## src/rtl/uart_irq_pkg.sv

```systemverilog
package uart_irq_pkg;
   localparam int unsigned IEN_W = 4;
   localparam int unsigned IEN_RX    = 0;
   localparam int unsigned IEN_THRE  = 1;
   localparam int unsigned IEN_LINE  = 2;
   localparam int unsigned IEN_MODEM = 3;

   typedef enum logic [3:0] {
      ID_NONE  = 4'h1,
      ID_LINE  = 4'h6,
      ID_RX    = 4'h4,
      ID_TMO   = 4'hC,
      ID_THRE  = 4'h2,
      ID_MODEM = 4'h0
   } id_code_e;

   localparam logic [1:0] ID_FIFO_BITS = 2'b11;
endpackage

```

## src/rtl/uart_irq_ier_reg.sv

```systemverilog
module uart_irq_ier_reg
   import uart_irq_pkg::*;
#(
   parameter int unsigned DATA_W = 8
) (
   input  logic              clk,
   input  logic              rst_n,
   input  logic              wr_stb,
   input  logic [DATA_W-1:0] wr_data,
   output logic [IEN_W-1:0]  ier_q
);
   if (DATA_W < IEN_W) begin : g_bad_width
      $error("uart_irq_ier_reg: DATA_W too small for enable bits");
   end

   always_ff @(posedge clk or negedge rst_n) begin
      if (!rst_n)
         ier_q <= '0;
      else if (wr_stb)
         ier_q <= wr_data[IEN_W-1:0];
   end

   AST_IER_MASKED: assert property (@(posedge clk) disable iff (!rst_n)
      wr_stb |=> (ier_q == $past(wr_data[IEN_W-1:0])))
      else $error("enable write not captured");
endmodule

```

## src/rtl/uart_irq_thre_track.sv

```systemverilog
module uart_irq_thre_track (
   input  logic clk,
   input  logic rst_n,
   input  logic empty,
   input  logic ier_thre_old,
   input  logic ier_wr,
   input  logic ier_thre_new,
   input  logic thr_wr,
   input  logic iir_rd_thre,
   output logic pend
);
   logic empty_q;
   logic rise;
   logic arm;
   logic drop;

   assign rise = empty & ~empty_q;
   assign arm  = ier_wr & ier_thre_new & ~ier_thre_old & empty;
   assign drop = thr_wr | iir_rd_thre | ier_wr;

   always_ff @(posedge clk or negedge rst_n) begin
      if (!rst_n) begin
         empty_q <= 1'b1;
         pend    <= 1'b0;
      end else begin
         empty_q <= empty;
         if (rise | arm)
            pend <= 1'b1;
         else if (drop)
            pend <= 1'b0;
      end
   end

   AST_THRE_RISE_SETS: assert property (@(posedge clk) disable iff (!rst_n)
      (empty && !empty_q) |=> pend)
      else $error("empty edge did not arm");

   AST_THRE_IIR_CLEARS: assert property (@(posedge clk) disable iff (!rst_n)
      (iir_rd_thre && !rise && !arm) |=> !pend)
      else $error("reporting read did not clear");
endmodule

```

## src/rtl/uart_irq_prio.sv

```systemverilog
module uart_irq_prio
   import uart_irq_pkg::*;
#(
   parameter int unsigned DATA_W = 8
) (
   input  logic [IEN_W-1:0]  ier,
   input  logic              line_err,
   input  logic              rx_avail,
   input  logic              rx_tmo,
   input  logic              thre_pend,
   input  logic              modem_chg,
   input  logic              fifo_en,
   output logic [DATA_W-1:0] iir,
   output logic              thre_sel
);
   id_code_e code;
   logic     tmo_act;

   assign tmo_act = rx_tmo & fifo_en;

   always_comb begin
      code = ID_NONE;
      if (ier[IEN_LINE] && line_err)
         code = ID_LINE;
      else if (ier[IEN_RX] && tmo_act)
         code = ID_TMO;
      else if (ier[IEN_RX] && rx_avail)
         code = ID_RX;
      else if (ier[IEN_THRE] && thre_pend)
         code = ID_THRE;
      else if (ier[IEN_MODEM] && modem_chg)
         code = ID_MODEM;
   end

   always_comb begin
      iir = '0;
      iir[3:0] = code;
      iir[7:6] = fifo_en ? ID_FIFO_BITS : 2'b00;
   end

   assign thre_sel = (code == ID_THRE);
endmodule

```

## src/rtl/uart_irq_ident.sv

```systemverilog
module uart_irq_ident
   import uart_irq_pkg::*;
#(
   parameter int unsigned ADDR_W         = 3,
   parameter int unsigned DATA_W         = 8,
   parameter int unsigned OFS_DATA       = 0,
   parameter int unsigned OFS_IER        = 1,
   parameter int unsigned OFS_IIR        = 2,
   parameter int unsigned OFS_LSR        = 5,
   parameter int unsigned OFS_MSR        = 6,
   parameter bit          IRQ_ACTIVE_LOW = 1'b0,
   parameter bit          IRQ_REGISTERED = 1'b0
) (
   input  logic              clk,
   input  logic              rst_n,
   input  logic [ADDR_W-1:0] addr,
   input  logic              rd_en,
   input  logic              wr_en,
   input  logic [DATA_W-1:0] wr_data,
   output logic [DATA_W-1:0] rd_data,
   input  logic              st_line_err,
   input  logic              st_rx_avail,
   input  logic              st_rx_timeout,
   input  logic              st_thr_empty,
   input  logic              st_modem_chg,
   input  logic              fifo_en,
   output logic              irq,
   output logic              clr_rx,
   output logic              clr_line,
   output logic              clr_modem,
   output logic              clr_thre
);
   localparam int unsigned NUM_OFS = 1 << ADDR_W;

   if (DATA_W != 8) begin : g_bad_data
      $error("uart_irq_ident: DATA_W must be 8");
   end
   if (OFS_DATA >= NUM_OFS || OFS_IER >= NUM_OFS || OFS_IIR >= NUM_OFS ||
       OFS_LSR >= NUM_OFS || OFS_MSR >= NUM_OFS) begin : g_bad_ofs
      $error("uart_irq_ident: offset outside address range");
   end

   logic              hit_data, hit_ier, hit_iir, hit_lsr, hit_msr;
   logic              ier_wr, thr_wr, iir_rd;
   logic [IEN_W-1:0]  ier;
   logic              thre_pend;
   logic              thre_act;
   logic              thre_sel;
   logic [DATA_W-1:0] iir;
   logic              req;

   assign hit_data = (addr == ADDR_W'(OFS_DATA));
   assign hit_ier  = (addr == ADDR_W'(OFS_IER));
   assign hit_iir  = (addr == ADDR_W'(OFS_IIR));
   assign hit_lsr  = (addr == ADDR_W'(OFS_LSR));
   assign hit_msr  = (addr == ADDR_W'(OFS_MSR));

   assign ier_wr = wr_en & hit_ier;
   assign thr_wr = wr_en & hit_data;
   assign iir_rd = rd_en & hit_iir;

   uart_irq_ier_reg #(.DATA_W(DATA_W)) u_ier (
      .clk     (clk),
      .rst_n   (rst_n),
      .wr_stb  (ier_wr),
      .wr_data (wr_data),
      .ier_q   (ier)
   );

   uart_irq_thre_track u_thre (
      .clk          (clk),
      .rst_n        (rst_n),
      .empty        (st_thr_empty),
      .ier_thre_old (ier[IEN_THRE]),
      .ier_wr       (ier_wr),
      .ier_thre_new (wr_data[IEN_THRE]),
      .thr_wr       (thr_wr),
      .iir_rd_thre  (iir_rd & thre_sel),
      .pend         (thre_pend)
   );

   assign thre_act = thre_pend & st_thr_empty;

   uart_irq_prio #(.DATA_W(DATA_W)) u_prio (
      .ier       (ier),
      .line_err  (st_line_err),
      .rx_avail  (st_rx_avail),
      .rx_tmo    (st_rx_timeout),
      .thre_pend (thre_act),
      .modem_chg (st_modem_chg),
      .fifo_en   (fifo_en),
      .iir       (iir),
      .thre_sel  (thre_sel)
   );

   always_comb begin
      rd_data = '0;
      if (rd_en) begin
         if (hit_ier)
            rd_data[IEN_W-1:0] = ier;
         else if (hit_iir)
            rd_data = iir;
      end
   end

   assign clr_rx    = rd_en & hit_data;
   assign clr_line  = rd_en & hit_lsr;
   assign clr_modem = rd_en & hit_msr;
   assign clr_thre  = thr_wr | (iir_rd & thre_sel);

   assign req = ~iir[0];

   if (IRQ_REGISTERED) begin : g_irq_reg
      logic req_q;
      always_ff @(posedge clk or negedge rst_n) begin
         if (!rst_n)
            req_q <= 1'b0;
         else
            req_q <= req;
      end
      assign irq = req_q ^ IRQ_ACTIVE_LOW;
   end else begin : g_irq_comb
      assign irq = req ^ IRQ_ACTIVE_LOW;

      AST_IRQ_ON_LINE: assert property (@(posedge clk) disable iff (!rst_n)
         (ier[IEN_LINE] && st_line_err) |-> (irq == !IRQ_ACTIVE_LOW))
         else $error("line error not raising irq");
   end

   AST_LINE_FIRST: assert property (@(posedge clk) disable iff (!rst_n)
      (ier[IEN_LINE] && st_line_err) |-> (iir[3:0] == ID_LINE))
      else $error("line error not top ranked");

   AST_IDLE_NOINT: assert property (@(posedge clk) disable iff (!rst_n)
      !((ier[IEN_LINE] && st_line_err) || (ier[IEN_RX] && st_rx_avail) ||
        (ier[IEN_RX] && st_rx_timeout && fifo_en) ||
        (ier[IEN_THRE] && thre_act) || (ier[IEN_MODEM] && st_modem_chg))
      |-> iir[0])
      else $error("interrupt reported with nothing enabled");

   AST_FIFO_BITS: assert property (@(posedge clk) disable iff (!rst_n)
      rd_en && hit_iir |-> (rd_data[7:6] == {2{fifo_en}}))
      else $error("FIFO indication wrong");

   AST_NO_TMO_NONFIFO: assert property (@(posedge clk) disable iff (!rst_n)
      !fifo_en |-> !iir[3])
      else $error("timeout bit set outside FIFO mode");

   AST_IIR_WR_IGNORED: assert property (@(posedge clk) disable iff (!rst_n)
      (wr_en && hit_iir) |=> $stable(ier))
      else $error("write to read-only offset changed enables");
endmodule

```

## config.mk

```make
export PLATFORM = sky130hd
export DESIGN_NAME = uart_irq_ident
export DESIGN_NICKNAME = d
export VERILOG_FILES = /design/src/rtl/uart_irq_pkg.sv /design/src/rtl/uart_irq_ier_reg.sv /design/src/rtl/uart_irq_thre_track.sv /design/src/rtl/uart_irq_prio.sv /design/src/rtl/uart_irq_ident.sv
export SDC_FILE = /design/constraint.sdc
export NUM_CORES = 1
export LEC_CHECK = 0
export ABC_AREA = 0
export BUFFER_PORTS_ARGS = -buffer_cell sky130_fd_sc_hd__buf_2
export CAP_MARGIN = 20
export CORE_AREA = 5 5 42 44
export CTS_CLUSTER_DIAMETER = 30
export CTS_CLUSTER_SIZE = 25
export DETAILED_ROUTE_END_ITERATION = 6
export DIE_AREA = 0 0 47 49
export MAX_ROUTING_LAYER = met4
export PLACE_DENSITY = 0.7
export SLEW_MARGIN = 10
export SYNTH_ARGS = -nofsm -noshare
export SYNTH_HDL_FRONTEND = slang
export SYNTH_SLANG_ARGS = --single-unit
```

## constraint.sdc

```tcl
create_clock -name clk -period 2.15 [get_ports clk]
set_input_delay 0.43 -clock clk [delete_from_list [all_inputs] [get_ports clk]]
set_output_delay 0.43 -clock clk [all_outputs]
set_load 0.02 [all_outputs]
```

Word level (Yosys, flattened, before mapping)

Index checks and enable logic that the tools add are counted.

Register bits after elaboration: 6
Bits in latches: 0
Memory bits (writable): 0
ROM bits: 0
Logic and storage cells: 46
Memories kept: 0

Add/sub/neg operators: 0
Multipliers: 0
Div/mod/pow operators: 0
$lt $le $gt $ge: 0
Equal/unequal tests: 5
Shift-type cells: 0
Multiplexer cells: 12
Bitwise logic cells: 19
Reductions and logical operators: 7

Operator list:

| kind                                          | count |
|---|---|
| 2-to-1 mux 4 bit                              | 6 |
| 2-to-1 mux 8 bit                              | 2 |
| AND 1 bit                                     | 13 |
| == test 3 bit, second input constant          | 2 |
| logical AND 1 bit                             | 5 |
| == test 4 x 2 -> 1 bit, second input constant | 1 |
| == test 3 x 1 -> 1 bit, second input constant | 1 |
| == test 3 x 2 -> 1 bit, second input constant | 1 |
| zero test 3 bit                               | 1 |
| 2-to-1 mux 1 bit                              | 3 |
| inverter 1 bit                                | 3 |
| OR 1 bit                                      | 3 |
| 2-to-1 mux 2 bit                              | 1 |
| nonzero test 2 bit                            | 1 |

Depth between registers and ports, before layout

Depth after elaboration: 12
Mapped depth: 5
Depth with buffers taken out: 4

Modules after synthesis

Synthesis repeated with hierarchy kept, for this count alone.

Cell total of the unflattened synthesis: 62
Area, all modules: 565.5 sq um

Modules (own cells, without submodules):

| module              | times used | cells an instance | area each (sq um) | sequential area each (sq um) |
|---|---|---|---|---|
| uart_irq_ident      | 1          | 33                | 230.2             | 0.0 |
| uart_irq_ier_reg    | 1          | 8                 | 145.1             | 100.1 |
| uart_irq_prio       | 1          | 15                | 108.9             | 0.0 |
| uart_irq_thre_track | 1          | 6                 | 81.3              | 51.3 |

Least setup slack after synthesis

OpenSTA, ideal clock, no wires.

Path kind: input to output
Start point: in st_rx_timeout
End point: out rd_data[0]
Arrival time: 1,531 ps
Path slack: 189 ps
Stages: 4
Cell sequence: a21oi_1 > o21ai_0 > a211o_1 > o21ai_0

Longest elaborated chain between the ends: 7

RTL lines:

| element           | line                  | text |
|---|---|---|
| from (decl)       | uart_irq_ident.sv:23  | `input logic st_rx_timeout,` |
| AND 1 bit         | uart_irq_prio.sv:19   | `assign tmo_act = rx_tmo & fifo_en;` |
| logical AND 1 bit | uart_irq_prio.sv:25   | `else if (ier[IEN_RX] && tmo_act)` |
| 2-to-1 mux 4 bit  | uart_irq_prio.sv:25   |  |
| 2-to-1 mux 4 bit  | uart_irq_prio.sv:23   | `if (ier[IEN_LINE] && line_err)` |
| 2-to-1 mux 8 bit  | uart_irq_ident.sv:101 | `else if (hit_iir)` |
| 2-to-1 mux 4 bit  | uart_irq_ident.sv:99  | `if (hit_ier)` |
| 2-to-1 mux 8 bit  | uart_irq_ident.sv:98  | `if (rd_en) begin` |
| to (decl)         | uart_irq_ident.sv:20  | `output logic [DATA_W-1:0] rd_data,` |

Every way passes these cells.

Worst setup path in the final report

Start point: reg u_ier.ier_q[2]
End point: out rd_data[0]

Longest elaborated chain between the ends: 5

RTL lines:

| element                | line                   | text |
|---|---|---|
| from (decl)            | uart_irq_ier_reg.sv:10 | `output logic [IEN_W-1:0] ier_q` |
| from (signal assigned) | uart_irq_ier_reg.sv:20 | `ier_q <= wr_data[IEN_W-1:0];` |
| logical AND 1 bit      | uart_irq_prio.sv:23    |  |
| 2-to-1 mux 4 bit       | uart_irq_prio.sv:23    |  |
| 2-to-1 mux 8 bit       | uart_irq_ident.sv:101  |  |
| 2-to-1 mux 4 bit       | uart_irq_ident.sv:99   |  |
| 2-to-1 mux 8 bit       | uart_irq_ident.sv:98   |  |

Every way passes these cells.

==> impl_metrics.csv <==
group,metric,value,unit
timing,final.period_utilization,91.16,%
worst_setup_path,rrSetupSlack,1.09,ns
cts,cts_hold_buf,1,
worst_setup_path,worstReg2RegStart,"u_thre.empty_q",
floorplanning,initial_core_util,32.32,%
global_route,grt_use_met1,12.72,%
placement,globalplace.congestion,0.7416,
worst_setup_path,timing.rr.end,"u_thre.pend",
logic_synthesis,synth_seq_area_share,33.43,%
floorplanning,coreArea,0.001401,mm2
worst_setup_path,critPathLaunch,"u_ier.ier_q[2]",
logic_synthesis,yosys.cell_types.count,27,
power_and_ir_drop,power.share.switching,31.79,%
logic_synthesis,synthFlopType,"sky130_fd_sc_hd__dfrtp_1",
power_and_ir_drop,max-vdd-ir-drop,0.3435,mV
worst_setup_path,worstSetupEndpointType,"output pin",
job,cap_violations,0,
timing,timing.fmax,0.5102,GHz
finish,layout-drive-gt1-share,43.53,%
worst_setup_path,cp-start-kind,"register",
floorplanning,die_h,49,um
global_route,grtUsageTotal,10.52,%
global_route,overflow,0,
global_route,groute.layer.met3.usage,1.476,%
logic_synthesis,edff_count_synth,0,
logic_synthesis,async_flop_share,100.0,%
cts,clock_latency,0.24,ns
power_and_ir_drop,pwr-share-seq,40.0,%
logic_synthesis,ys_ff_latch,6,
timing,worst_clock_skew,0.006405,ns
cts,clk_path_buf_depth,2,
power_and_ir_drop,share_clk_of_total_power,29.9,%
floorplanning,horizontal_extent_of_the_die,47,um
worst_setup_path,worst_ep_arrival_time,1.53,ns
cts,cts.sink_count,6,
finish,syn_to_final_growth,40.33,%
finish,final_nets,107,
timing,hold_ws,0.3138,ns
power_and_ir_drop,p_int,255.0,uW
worst_setup_path,worst_path_max_delay_cell,"sky130_fd_sc_hd__dfrtp_1",
timing,grt_setup_unrepaired,"no",
worst_setup_path,cp_max_fo,4,
worst_setup_path,timing.critical_path.slowest_cell_delay,0.41,ns
worst_setup_path,critical_path_class,"register to output pin",
timing,post-route-min-period,1.960,ns
worst_setup_path,reg2reg_depth,3,
timing,setup_total_negative_slack,0,ns
cts,post-cts-setup-buffers,0,
cts,clk_transition_reported_paths,0.05,ns
worst_setup_path,crit_chain,"nand2_1, o21ai_0, a211o_1, o21ai_0, buf_2",
finish,num_antenna_cells,0,
global_route,gr-usage-met2,15.61,%
drt,vias_per_cell,4.901,
outcome,run_status,"finished, final reports clean",
logic_synthesis,mappedNetlistArea,452.9,um2
power_and_ir_drop,power.static_leakage,0.3339,nW
logic_synthesis,syn-mean-instance-area,8.388,um2
cts,cts-buffers-inserted,3,
cts,tritoncts,"done",
timing,hold_violations,0,
drt,wirelength,1.108,mm
logic_synthesis,syn-instance-count,54,
cts,cts_root_buf,"sky130_fd_sc_hd__clkbuf_4",
global_route,grt_most_used_layer,"met2",
power_and_ir_drop,p_sw,118.8,uW
drt,dr_total_vias,495,
drt,detail_route.first_pass.iterations,4,
drt,remaining_drc_errors,0,
logic_synthesis,ys.warnings.count,0,
min_path,min_delay_worst_type,"input pin to register",
drt,final_antenna_net_count,0,
power_and_ir_drop,power_frac_comb,30.1,%
floorplanning,placement_rows,14,
global_route,antenna_violations_before_repair,0,
floorplanning,ios,34,
cts,cts.htree.levels,1,
placement,port_buffers,27,
worst_setup_path,worst-endpoint-required,1.72,ns
timing,setup-violations-final,0,
drt,wl_per_cell,10.97,um
cts,cts.repair.resized,0,
timing,final-max-slew-violation-count,0,
power_and_ir_drop,power_per_standard_cell_area,588.2,mW/mm2
placement,hpwlAfterDp,965.6,um
worst_setup_path,critical-path-top-cell-by-count,"sky130_fd_sc_hd__o21ai_0",
global_route,first_global_vias,465,
global_route,grt_start_max_net_pins,8,
global_route,grt_first_pass_wirelength,1.787,mm
floorplanning,die_area,0.002303,mm2
worst_setup_path,cp-endpoint,"rd_data[0]",
drt,drt-initial-drc-count,3,
finish,utilization,45.36,%
-- layout by cell type (no fill, tap or decap), types with 2 or more instances in the layout --
master	n
sky130_fd_sc_hd__a21oi_1	3
sky130_fd_sc_hd__and2_1	2
sky130_fd_sc_hd__and3_1	4
sky130_fd_sc_hd__buf_2	27
sky130_fd_sc_hd__buf_4	2
sky130_fd_sc_hd__clkbuf_4	3
sky130_fd_sc_hd__conb_1	2
sky130_fd_sc_hd__dfrtp_1	5
sky130_fd_sc_hd__inv_1	3
sky130_fd_sc_hd__mux2_2	2
sky130_fd_sc_hd__nand2_1	5
sky130_fd_sc_hd__nand3_1	2
sky130_fd_sc_hd__nand4_1	2
sky130_fd_sc_hd__nor2b_1	3
sky130_fd_sc_hd__o21ai_0	5
-- stage by stage --
stage | setup slack, ns | instance area (um2) | power (mW) | cells
2_1_floorplan | 0.1886 | 456.7 | 0.2201 | 55
3_3_place_gp | 0.2979 | 599.3 | 0.2601 | 96
3_5_place_dp | 0.3038 | 599.3 | 0.2628 | 96
4_1_cts | 0.1651 | 635.6 | 0.3815 | 101
5_1_grt | 0.07073 | 635.6 | 0.4022 | 101
6_report | 0.1901 | 635.6 | 0.3739 | 101
-- sequential cells by signal, summed over array words and instances, names as in the netlist --
name            count
u_ier.ier_q         4
u_thre.empty_q      1
u_thre.pend         1
-- area by class of cell --
class	instances	area, um2
Timing Repair Buffer	30	160.2
Sequential cell	6	151.4
Inverter	3	11.26
Clock buffer	4	26.28
Tap cell	16	20.02
Multi-Input combinational cell	42	266.5
Fill cell	164	765.7
-- power groups by stage --
| stage | Clock, mW | Combinational (mW) | Sequential (mW) |
|---|---|---|---|
| after global placement | 0 | 0.110 | 0.150 |
| after detailed placement | 0 | 0.112 | 0.151 |
| after floorplan | 0 | 0.0739 | 0.146 |
| final | 0.112 | 0.113 | 0.150 |
| after global routing | 0.125 | 0.124 | 0.153 |
| after CTS | 0.118 | 0.114 | 0.149 |
-- critical path, delay by kind of cell (launching register included) --
family	cells	cell delay, ns
buffers and inverters	1	0.18
DFF	1	0.41
AOI/OAI and AO/OA	3	0.57
and+or+nand+nor	1	0.12
-- Yosys cell counts (2+ instances only) --
cell type | instances | area, um2
sky130_fd_sc_hd__nor2b_1 | 3 | 18.77
sky130_fd_sc_hd__and3_1 | 4 | 25.02
sky130_fd_sc_hd__buf_4 | 3 | 22.52
sky130_fd_sc_hd__o21ai_0 | 5 | 25.02
sky130_fd_sc_hd__nand3_1 | 2 | 10.01
sky130_fd_sc_hd__mux2_2 | 2 | 22.52
sky130_fd_sc_hd__dfrtp_1 | 5 | 125.1
sky130_fd_sc_hd__nand4_1 | 2 | 12.51
sky130_fd_sc_hd__a21oi_1 | 3 | 15.01
sky130_fd_sc_hd__and2_1 | 2 | 12.51
sky130_fd_sc_hd__nand2_1 | 5 | 18.77
sky130_fd_sc_hd__inv_1 | 3 | 11.26
-- layer usage --
layer / share of wire [%] / vias to the layer above / wire length (um)
met5: 0 / - / 0
met4: 0 / 0 / 0
met3: 9.1 / 0 / 101
met2: 48 / 20 / 530
met1: 43 / 221 / 476
li1: - / 254 / -
-- cells by family (layout without fill, tap and decap cells) --
group / after synthesis / in the layout / share of synthesized area (%)
AO/OA/AOI/OAI: 15 / 15 / 21.55
buffers and inverters: 7 / 37 / 8.562
flip-flops: 6 / 6 / 33.43
multiplexers: 2 / 2 / 4.972
other: 1 / 2 / 0.8279
AND/OR/NAND/NOR: 23 / 23 / 30.66
-- worst min-delay path by stage --
stage | from | end | slack (ns) | depth (start not counted)
CTS | st_thr_empty | u_thre.empty_q | 0.30 | 1
global route | st_thr_empty | u_thre.empty_q | 0.30 | 1
floorplan | rst_n | u_ier.ier_q[0] | 0.13 | 0
finish | st_thr_empty | u_thre.empty_q | 0.31 | 1
detailed placement | rst_n | u_thre.pend | 0.26 | 1
global placement | rst_n | u_thre.pend | 0.26 | 1
Power figures use the tool's default switching activity.
